==> config.mk <==
export PLATFORM = sky130hd
export DESIGN_NAME = pipe_hazard_unit
export DESIGN_NICKNAME = d
export VERILOG_FILES = /design/src/rtl/pipe_hazard_pkg.sv /design/src/rtl/hz_fwd_pick.sv /design/src/rtl/hz_load_use.sv /design/src/rtl/hz_redirect.sv /design/src/rtl/pipe_hazard_unit.sv
export SDC_FILE = /design/constraint.sdc
export NUM_CORES = 1
export LEC_CHECK = 0
export CAP_MARGIN = 0
export CORE_UTILIZATION = 26
export DETAILED_ROUTE_END_ITERATION = 12
export PLACE_DENSITY = 0.86
export REMOVE_ABC_BUFFERS = 1
export SLEW_MARGIN = 15
export SYNTH_ARGS = -nofsm -noshare
export SYNTH_HDL_FRONTEND = slang
export SYNTH_HIERARCHICAL = 1
export SYNTH_SLANG_ARGS = --single-unit
==> constraint.sdc <==
create_clock -name vclk -period 2.2
set_clock_uncertainty 0.1 [all_clocks]
set_input_delay 0.66 -clock vclk [all_inputs]
set_output_delay 0.66 -clock vclk [all_outputs]
set_load 0.02 [all_outputs]
==> src/rtl/pipe_hazard_pkg.sv <==
`timescale 1ns/1ps
package pipe_hazard_pkg;

   // Operand bypass choice for one source in the execute stage
   typedef enum logic [1:0] {
      FWD_RF  = 2'b00,
      FWD_WB  = 2'b01,
      FWD_MEM = 2'b10
   } fwd_src_e;

   // Next-PC choice handed to the fetch stage
   typedef enum logic [1:0] {
      PC_SEQ    = 2'b00,
      PC_HOLD   = 2'b01,
      PC_TARGET = 2'b10
   } pc_sel_e;

endpackage

==> src/rtl/hz_fwd_pick.sv <==
`timescale 1ns/1ps
// Bypass selection for a single execute-stage source operand.
module hz_fwd_pick
   import pipe_hazard_pkg::*;
#(
   parameter int IDX_W     = 5,
   parameter bit ZERO_HARD = 1'b1
) (
   input  logic [IDX_W-1:0] src_idx,
   input  logic [IDX_W-1:0] mem_dst,
   input  logic             mem_we,
   input  logic [IDX_W-1:0] wb_dst,
   input  logic             wb_we,
   output logic [1:0]       sel
);

   localparam logic [IDX_W-1:0] IDX_ZERO = '0;

   logic src_live;
   logic hit_mem;
   logic hit_wb;

   generate
      if (ZERO_HARD) begin : g_zero_hard
         assign src_live = (src_idx != IDX_ZERO);
      end else begin : g_zero_soft
         assign src_live = 1'b1;
      end
   endgenerate

   assign hit_mem = src_live & mem_we & (mem_dst == src_idx);
   assign hit_wb  = src_live & wb_we  & (wb_dst  == src_idx);

   // The memory stage holds the younger producer, so it is tested first
   always_comb begin
      sel = FWD_RF;
      if (hit_mem) begin
         sel = FWD_MEM;
      end else if (hit_wb) begin
         sel = FWD_WB;
      end
   end

endmodule

==> src/rtl/hz_load_use.sv <==
`timescale 1ns/1ps
// Detects a decode-stage read of a register that a load in execute will write.
module hz_load_use #(
   parameter int IDX_W     = 5,
   parameter int NUM_SRC   = 2,
   parameter bit ZERO_HARD = 1'b1
) (
   input  logic                     ex_is_load,
   input  logic [IDX_W-1:0]         ex_dst,
   input  logic [NUM_SRC*IDX_W-1:0] id_src,
   output logic                     load_use
);

   localparam logic [IDX_W-1:0] IDX_ZERO = '0;

   logic [NUM_SRC-1:0] src_hit;
   logic               dst_live;

   generate
      if (ZERO_HARD) begin : g_zero_hard
         assign dst_live = (ex_dst != IDX_ZERO);
      end else begin : g_zero_soft
         assign dst_live = 1'b1;
      end

      for (genvar s = 0; s < NUM_SRC; s++) begin : g_src
         assign src_hit[s] = (id_src[s*IDX_W +: IDX_W] == ex_dst);
      end
   endgenerate

   assign load_use = ex_is_load & dst_live & (|src_hit);

endmodule

==> src/rtl/hz_redirect.sv <==
`timescale 1ns/1ps
// Arbitrates redirect against stall and drives PC choice and stage controls.
module hz_redirect
   import pipe_hazard_pkg::*;
(
   input  logic       branch_taken,
   input  logic       is_jump,
   input  logic       load_use,
   output logic [1:0] pc_sel,
   output logic       ifid_hold,
   output logic       ifid_flush,
   output logic       idex_bubble
);

   logic redirect;

   assign redirect = branch_taken | is_jump;

   always_comb begin
      pc_sel      = PC_SEQ;
      ifid_hold   = 1'b0;
      ifid_flush  = 1'b0;
      idex_bubble = 1'b0;
      if (redirect) begin
         // Squash the two younger instructions and steer fetch to the target
         pc_sel      = PC_TARGET;
         ifid_flush  = 1'b1;
         idex_bubble = 1'b1;
      end else if (load_use) begin
         // Freeze fetch and decode one cycle while execute receives a bubble
         pc_sel      = PC_HOLD;
         ifid_hold   = 1'b1;
         idex_bubble = 1'b1;
      end
   end

endmodule

==> src/rtl/pipe_hazard_unit.sv <==
`timescale 1ns/1ps
module pipe_hazard_unit
   import pipe_hazard_pkg::*;
#(
   parameter int REG_IDX_W          = 5,
   parameter int NUM_SRC            = 2,
   parameter bit ZERO_REG_HARDWIRED = 1'b1
) (
   input  logic                         clk,
   input  logic                         rst_n,
   input  logic [NUM_SRC*REG_IDX_W-1:0] ex_src_idx,
   input  logic [NUM_SRC*REG_IDX_W-1:0] id_src_idx,
   input  logic [REG_IDX_W-1:0]         ex_dst_idx,
   input  logic                         ex_is_load,
   input  logic [REG_IDX_W-1:0]         mem_dst_idx,
   input  logic                         mem_wr_en,
   input  logic [REG_IDX_W-1:0]         wb_dst_idx,
   input  logic                         wb_wr_en,
   input  logic                         ex_branch_taken,
   input  logic                         ex_is_jump,
   output logic [2*NUM_SRC-1:0]         fwd_sel,
   output logic [1:0]                   pc_sel,
   output logic                         ifid_hold,
   output logic                         ifid_flush,
   output logic                         idex_bubble
);

   localparam int SEL_W = 2;
   localparam logic [REG_IDX_W-1:0] IDX_ZERO = '0;

   initial begin : p_param_check
      if (REG_IDX_W < 1 || REG_IDX_W > 8)
         $fatal(1, "REG_IDX_W must lie in 1..8");
      if (NUM_SRC < 1 || NUM_SRC > 4)
         $fatal(1, "NUM_SRC must lie in 1..4");
   end

   logic load_use;

   generate
      for (genvar s = 0; s < NUM_SRC; s++) begin : g_fwd
         hz_fwd_pick #(
            .IDX_W     (REG_IDX_W),
            .ZERO_HARD (ZERO_REG_HARDWIRED)
         ) u_pick (
            .src_idx (ex_src_idx[s*REG_IDX_W +: REG_IDX_W]),
            .mem_dst (mem_dst_idx),
            .mem_we  (mem_wr_en),
            .wb_dst  (wb_dst_idx),
            .wb_we   (wb_wr_en),
            .sel     (fwd_sel[s*SEL_W +: SEL_W])
         );

         // a live memory-stage match always selects the memory value
         a_r4_mem_priority: assert property (@(posedge clk) disable iff (!rst_n)
            (ex_src_idx[s*REG_IDX_W +: REG_IDX_W] != IDX_ZERO && mem_wr_en &&
             mem_dst_idx == ex_src_idx[s*REG_IDX_W +: REG_IDX_W])
            |-> fwd_sel[s*SEL_W +: SEL_W] == FWD_MEM);

         // without any write enable nothing is bypassed
         a_r5_no_wen_no_fwd: assert property (@(posedge clk) disable iff (!rst_n)
            (!mem_wr_en && !wb_wr_en) |-> fwd_sel[s*SEL_W +: SEL_W] == FWD_RF);

         if (ZERO_REG_HARDWIRED) begin : g_zero_chk
            // index zero reads the register file
            a_r6_zero_not_fwd: assert property (@(posedge clk) disable iff (!rst_n)
               (ex_src_idx[s*REG_IDX_W +: REG_IDX_W] == IDX_ZERO)
               |-> fwd_sel[s*SEL_W +: SEL_W] == FWD_RF);
         end
      end
   endgenerate

   hz_load_use #(
      .IDX_W     (REG_IDX_W),
      .NUM_SRC   (NUM_SRC),
      .ZERO_HARD (ZERO_REG_HARDWIRED)
   ) u_load_use (
      .ex_is_load (ex_is_load),
      .ex_dst     (ex_dst_idx),
      .id_src     (id_src_idx),
      .load_use   (load_use)
   );

   hz_redirect u_redirect (
      .branch_taken (ex_branch_taken),
      .is_jump      (ex_is_jump),
      .load_use     (load_use),
      .pc_sel       (pc_sel),
      .ifid_hold    (ifid_hold),
      .ifid_flush   (ifid_flush),
      .idex_bubble  (idex_bubble)
   );

   // a redirect squashes both younger slots and never holds
   a_r10_flush_wins: assert property (@(posedge clk) disable iff (!rst_n)
      (ex_branch_taken || ex_is_jump)
      |-> (pc_sel == PC_TARGET && ifid_flush && idex_bubble && !ifid_hold));

   // a hold always comes with a bubble and a frozen PC
   a_r7_hold_bubble: assert property (@(posedge clk) disable iff (!rst_n)
      ifid_hold |-> (pc_sel == PC_HOLD && idex_bubble && !ifid_flush));

   // without a load in execute nothing holds
   a_r8_no_load_no_hold: assert property (@(posedge clk) disable iff (!rst_n)
      !ex_is_load |-> !ifid_hold);

   // quiet controls keep the pipeline streaming
   a_r11_idle: assert property (@(posedge clk) disable iff (!rst_n)
      (!ex_is_load && !ex_branch_taken && !ex_is_jump)
      |-> (pc_sel == PC_SEQ && !ifid_flush && !idex_bubble));

endmodule

==> impl_metrics.env, run 1 <==
export IMPL_drt_iter0_markers=14
export IMPL_fin_tns_setup_ns=-2.54
export IMPL_drt_total_wl_um=2280
export IMPL_slew_headroom=0.835
export IMPL_finalSetupViolCount=7
export IMPL_grtUsageTotal=0.234
export IMPL_avgSynthCellArea_um2=7.55
export IMPL_critPathMaxFanout=2
export IMPL_grt_pass1_wl_um=3390
export IMPL_max_cap_violations=0
export IMPL_slew_violations=0
export IMPL_critPathRequiredTime_ns=1.44
export IMPL_layout_area_seq_um2=0
export IMPL_ys_types=18
export IMPL_worst_setup_path_start_kind="primary input"
export IMPL_io_pins=51
export IMPL_finalHoldViolations=0
export IMPL_peakVddDrop_uv=93.3
export IMPL_combPwrFrac=1.000
export IMPL_port_buffers=49
export IMPL_drive_above_1_share=0.590
export IMPL_fin_crit_sh=1.21
export IMPL_initial_core_util=0.291
export IMPL_min_to="pc_sel[0]"
export IMPL_ant_nets=0
export IMPL_synth_cells=60
export IMPL_fmax_mhz=374
export IMPL_power_density_nw_per_um2=184
export IMPL_hold_depth=3
export IMPL_hold_buffers=0
export IMPL_crit_arrival_ns=1.91
export IMPL_crit_path_end_kind="output port"
export IMPL_leakage_nw=0.473
export IMPL_p_seq_frac=0
export IMPL_synth_xor_area_share=0.580
export IMPL_die_width_um=43.7
export IMPL_placed_area_um2=971
export IMPL_synth_adder_area_share=0
export IMPL_synthSimpleGateAreaFrac=0.293
export IMPL_path_class="in2out"
export IMPL_final_util=0.712
export IMPL_drc=0
export IMPL_cpMaxStageDelayCell="or4_4"
export IMPL_antenna_found_initial=0
export IMPL_yosysSeqAreaShare=0
export IMPL_status="complete, but fails checks"
export IMPL_grt_pass1_vias=744
export IMPL_nClkBuffers=0
export IMPL_hold_path_startpoint="ex_is_jump"
export IMPL_grt_max_degree=4
export IMPL_syn_area_um2=453
export IMPL_vias=679
export IMPL_p_int_mw=0.111
export IMPL_hp_class="in2out"
export IMPL_core_um2=1560
export IMPL_syn_to_final_growth_pct=145
export IMPL_dp_slack_ns=-1.25
export IMPL_crit_family="simple AND/OR/NAND/NOR gates"
export IMPL_layout_min_cycle_time_ns=2.67
export IMPL_tightest_slew_ns=0.247
export IMPL_path_cells="buf_6 > or4_4 > o21ai_2 > a21oi_2 > or3_1 > buf_6"
export IMPL_yosysWarnings=6
export IMPL_antennaDiodeCount=0
export IMPL_gp_congestion=0.859
export IMPL_fin_ws_ns=-0.472
export IMPL_synth_compound_area_frac=0.0608
export IMPL_die_area_um2=1910
export IMPL_final_fill_count=117
export IMPL_finalNetCount=161
export IMPL_synth_top_family_by_area="XOR/XNOR gates"
export IMPL_cp_num_buf_inv=2
export IMPL_hold_ws_ns=1.67
export IMPL_path_common_cell="buf_6"
export IMPL_grt_overflow_total=0
export IMPL_seq_cells=0
export IMPL_firstDrtPassIters=4
export IMPL_wire_per_inst_um=17.1
export IMPL_violations="negative setup slack"
export IMPL_multi_input_area_um2=596
export IMPL_p_clk_frac=0
export IMPL_slowest_delay_ns=0.52
export IMPL_synth_mux_area_frac=0
export IMPL_fin_area_um2=1110
export IMPL_dieHeight_um=43.7
export IMPL_row_count=14
export IMPL_p_sw_mw=0.0934
export IMPL_dp_hpwl_um=1600
export IMPL_switching_share=0.457
export IMPL_rsz0062_at_grt="yes"
export IMPL_viasPerCell=5.11
==> repair_timing <==
item                                    in CTS  in global routing
gates resized for setup                    175                 32
pin swaps                                   38                 22
endpoints found under the setup margin       9                  8
buffers inserted                             7                  0
==> layout by cell type (no fill, tap or decap), types with 2 or more instances in the layout <==
cell and instances:
buf_6 8, buf_4 18, xor2_1 8, nor4_2 2, clkdlybuf4s15_1 5, xnor2_1 14, nand3_1 2, and3b_1 2
or4_4 3, xor2_2 5, and2_4 2, dlygate4sd2_1 10, nor2_4 2, nand4_1 2, clkbuf_2 4, buf_2 12
buf_8 2, xnor2_2 2, a2111oi_4 2
==> cell families (layout without fill, tap and decap cells) <==
kind of cell	Yosys count	after routing
XOR/XNOR	30	30
AND/OR/NAND/NOR	22	22
AO/OA/AOI/OAI	4	4
buffers and inverters	4	61
==> per-stage QoR <==
stage | cells | total power [mW]
2_1_floorplan | 56 | 0.0603
3_3_place_gp | 126 | 0.172
3_5_place_dp | 126 | 0.175
4_1_cts | 133 | 0.182
5_1_grt | 133 | 0.215
6_report | 133 | 0.204
==> layer usage <==
metal	share of wire	routed length [um]	vias to the layer above	track usage
met5	0	0	-	0
met4	0.0092	21	0	0.0375
met3	0.023	53	2	0.0208
met2	0.57	1300	16	0.454
met1	0.40	901	343	0.277
li1	-	-	318	-
==> power by group through the flow <==
stage,Clock [mW],Combinational (mW),Sequential (mW)
after floorplan,0,0.0603,0
after global placement,0,0.172,0
after detailed placement,0,0.175,0
after CTS,0,0.182,0
after global routing,0,0.215,0
final,0,0.204,0
==> layout make-up <==
class,count,share of cell area
multi-input combinational,56,0.537
timing repair buffer,61,0.445
tap,16,0.0180
==> worst max-delay path by stage <==
stage	depth (start not counted)	end	from	slack, ns
2_1_floorplan	5	ifid_hold	ex_dst_idx[0]	-0.72
3_3_place_gp	6	idex_bubble	ex_dst_idx[4]	-1.26
3_5_place_dp	6	idex_bubble	ex_dst_idx[4]	-1.25
4_1_cts	6	idex_bubble	ex_dst_idx[3]	-0.56
5_1_grt	7	pc_sel[0]	id_src_idx[0]	-0.51
6_report	6	idex_bubble	ex_dst_idx[3]	-0.47
==> synth_stat cells (all sizes together), types with 2 or more instances <==
| cell | number | area share |
|---|---|---|
| nor2 | 2 | 0.017 |
| nand2 | 2 | 0.017 |
| xor2 | 14 | 0.27 |
| nand3 | 2 | 0.022 |
| nor4 | 2 | 0.028 |
| nand4 | 2 | 0.028 |
| a2111oi | 2 | 0.039 |
| nor3 | 2 | 0.022 |
| xnor2 | 16 | 0.31 |
| buf | 4 | 0.066 |
| and2 | 2 | 0.028 |
| and3b | 2 | 0.039 |
| or4 | 3 | 0.050 |
Power figures use the tool's default switching activity.
==> inputs of run 2 (changes only) <==
--- a/config.mk
+++ b/config.mk
@@ -5,11 +5,11 @@
 export SDC_FILE = /design/constraint.sdc
 export NUM_CORES = 1
 export LEC_CHECK = 0
+export ABC_CLOCK_PERIOD_IN_PS = 2200
 export CAP_MARGIN = 0
 export CORE_UTILIZATION = 26
 export DETAILED_ROUTE_END_ITERATION = 12
 export PLACE_DENSITY = 0.86
-export REMOVE_ABC_BUFFERS = 1
 export SLEW_MARGIN = 15
 export SYNTH_ARGS = -nofsm -noshare
 export SYNTH_HDL_FRONTEND = slang
==> run 2 against run 1 <==
The flow finishes with violations (design-rule violations, negative setup slack). Via count fell by 2.7%. Total power decreased by 4.2%. Critical path depth stayed put. Core utilization is 1.2 points higher. First-iteration DRC count down 50%. Highest routed layer is now met3. Global-route usage is 6.5 points lower. Flip-flop and latch count unchanged. Final area is 1.7% higher. Wire length is 27% lower. Die area stayed put. Fmax fell by 0.51%. Final cell count is the same.
==> impl_metrics.env, run 2 (same netlist as run 1, synthesis figures left out) <==
export IMPL_status="complete, but fails checks"
export IMPL_violations="design-rule violations, negative setup slack"
export IMPL_seq_cells=0
export IMPL_antenna_found_initial=0
export IMPL_core_um2=1560
export IMPL_crit_path_end_kind="output port"
export IMPL_dieHeight_um=43.7
export IMPL_dp_hpwl_um=1440
export IMPL_crit_arrival_ns=1.93
export IMPL_mostFrequentLayoutCell="xnor2_1"
export IMPL_grt_pass1_vias=639
export IMPL_met2_usage=0.355
export IMPL_port_buffers=49
export IMPL_hold_depth=3
export IMPL_finalNetCount=161
export IMPL_die_width_um=43.7
export IMPL_syn_to_final_growth_pct=149
export IMPL_vias=661
export IMPL_slowest_delay_ns=0.52
export IMPL_max_cap_violations=0
export IMPL_antennaDiodeCount=0
export IMPL_slew_headroom=0.841
export IMPL_hold_path_startpoint="ex_branch_taken"
export IMPL_grt_max_degree=4
export IMPL_critPathMaxFanout=2
export IMPL_initial_core_util=0.291
export IMPL_hold_buffers=0
export IMPL_row_count=14
export IMPL_io_pins=51
export IMPL_hold_ws_ns=1.58
export IMPL_layout_common_cells="16 x xnor2_1, 14 x buf_6, 14 x buf_4"
export IMPL_firstDrtPassIters=7
export IMPL_finalSetupViolCount=7
export IMPL_fin_tns_setup_ns=-2.47
export IMPL_grtUsageMet1=0.173
export IMPL_fin_ws_ns=-0.485
export IMPL_cpMaxStageDelayCell="or4_4"
export IMPL_hp_class="in2out"
export IMPL_worst_setup_path_start_kind="primary input"
export IMPL_top_usage_layer="met2"
export IMPL_tightest_slew_ns=0.236
export IMPL_grt_overflow_total=0
export IMPL_finalHoldViolations=0
export IMPL_grtUsageTotal=0.169
export IMPL_layout_min_cycle_time_ns=2.69
export IMPL_rsz0062_at_grt="yes"
export IMPL_leakage_nw=0.484
export IMPL_power_density_nw_per_um2=174
export IMPL_critPathRequiredTime_ns=1.44
export IMPL_ant_nets=0
export IMPL_drt_total_wl_um=1650
export IMPL_crit_path_start="ex_dst_idx[2]"
export IMPL_stdcell_count=133
export IMPL_fin_crit_sh=1.22
export IMPL_peakVddDrop_uv=98.4
export IMPL_layout_area_seq_um2=0
export IMPL_viasPerCell=4.97
export IMPL_die_area_um2=1910
export IMPL_syn_num_nets=102
export IMPL_drc=5
export IMPL_dp_cells=128
export IMPL_p_total_mw=0.196
export IMPL_drt_iter0_markers=7
export IMPL_fin_area_um2=1130
export IMPL_gp_congestion=0.816
export IMPL_path_cells="buf_8 > or4_4 > o21ai_2 > a21oi_2 > or3_4 > buf_6"
export IMPL_fmax_mhz=372
export IMPL_slew_violations=0
export IMPL_use_met3=0.0375
export IMPL_grt_pass1_wl_um=2490
export IMPL_nClkBuffers=0
export IMPL_placed_area_um2=1080
export IMPL_min_to="pc_sel[0]"
export IMPL_drive_above_1_share=0.590
export IMPL_path_class="in2out"
export IMPL_wire_per_inst_um=12.4
run 2: timing repair:
| item | in CTS | in global routing |
|---|---|---|
| pin swaps | 38 | 15 |
| buffers inserted | 5 | 0 |
| hold endpoints to repair | 0 | 0 |
| gates resized for setup | 176 | 22 |
| setup endpoints to repair | 9 | 9 |
run 2: power breakdown:
| group | internal, mW | switching (mW) | leakage [nW] |
|---|---|---|---|
| combinational | 0.113 | 0.0832 | 0.484 |
| clock | 0 | 0 | 0 |
| sequential | 0 | 0 | 0 |
run 2: area by class of cell:
cell class | instances | area, um^2
repair buffers | 61 | 528
fillers | 125 | 430
well taps | 16 | 20.0
multi-input cells | 56 | 581
run 2: worst max-delay path by stage:
stage               slack (ns)  cells after the start          end
floorplan                -0.28                      4  idex_bubble
CTS                      -0.50                      6  idex_bubble
detailed placement       -1.27                      6  idex_bubble
finish                   -0.49                      6  idex_bubble
global placement         -1.25                      6  idex_bubble
global route             -0.54                      9    ifid_hold
run 2: through the flow:
step	worst slack (ns)	utilization
detailed placement	-1.27	0.692
global placement	-1.25	0.692
global route	-0.542	0.724
CTS	-0.502	0.685
finish	-0.485	0.724
floorplan	-0.280	-
run 2: worst max-delay path: cells and delay by family:
family,cells,cell delay [ns]
AO/OA/AOI/OAI,2,0.19
buffers and inverters,2,0.24
AND/OR/NAND/NOR,2,0.84
run 2: per-layer routing:
metal  part of all wire  up-vias
met1               0.32      299
li1                   -      315
met5                  0        -
met3               0.15        0
met4                  0        0
met2               0.54       47
==> inputs of run 3 (changes only) <==
--- a/config.mk
+++ b/config.mk
@@ -5,7 +5,6 @@
 export SDC_FILE = /design/constraint.sdc
 export NUM_CORES = 1
 export LEC_CHECK = 0
-export ABC_CLOCK_PERIOD_IN_PS = 2200
 export CAP_MARGIN = 0
 export CORE_UTILIZATION = 26
 export DETAILED_ROUTE_END_ITERATION = 12
==> results of run 3 <==
Final layout, timing and power as in run 2 (identical DEF).
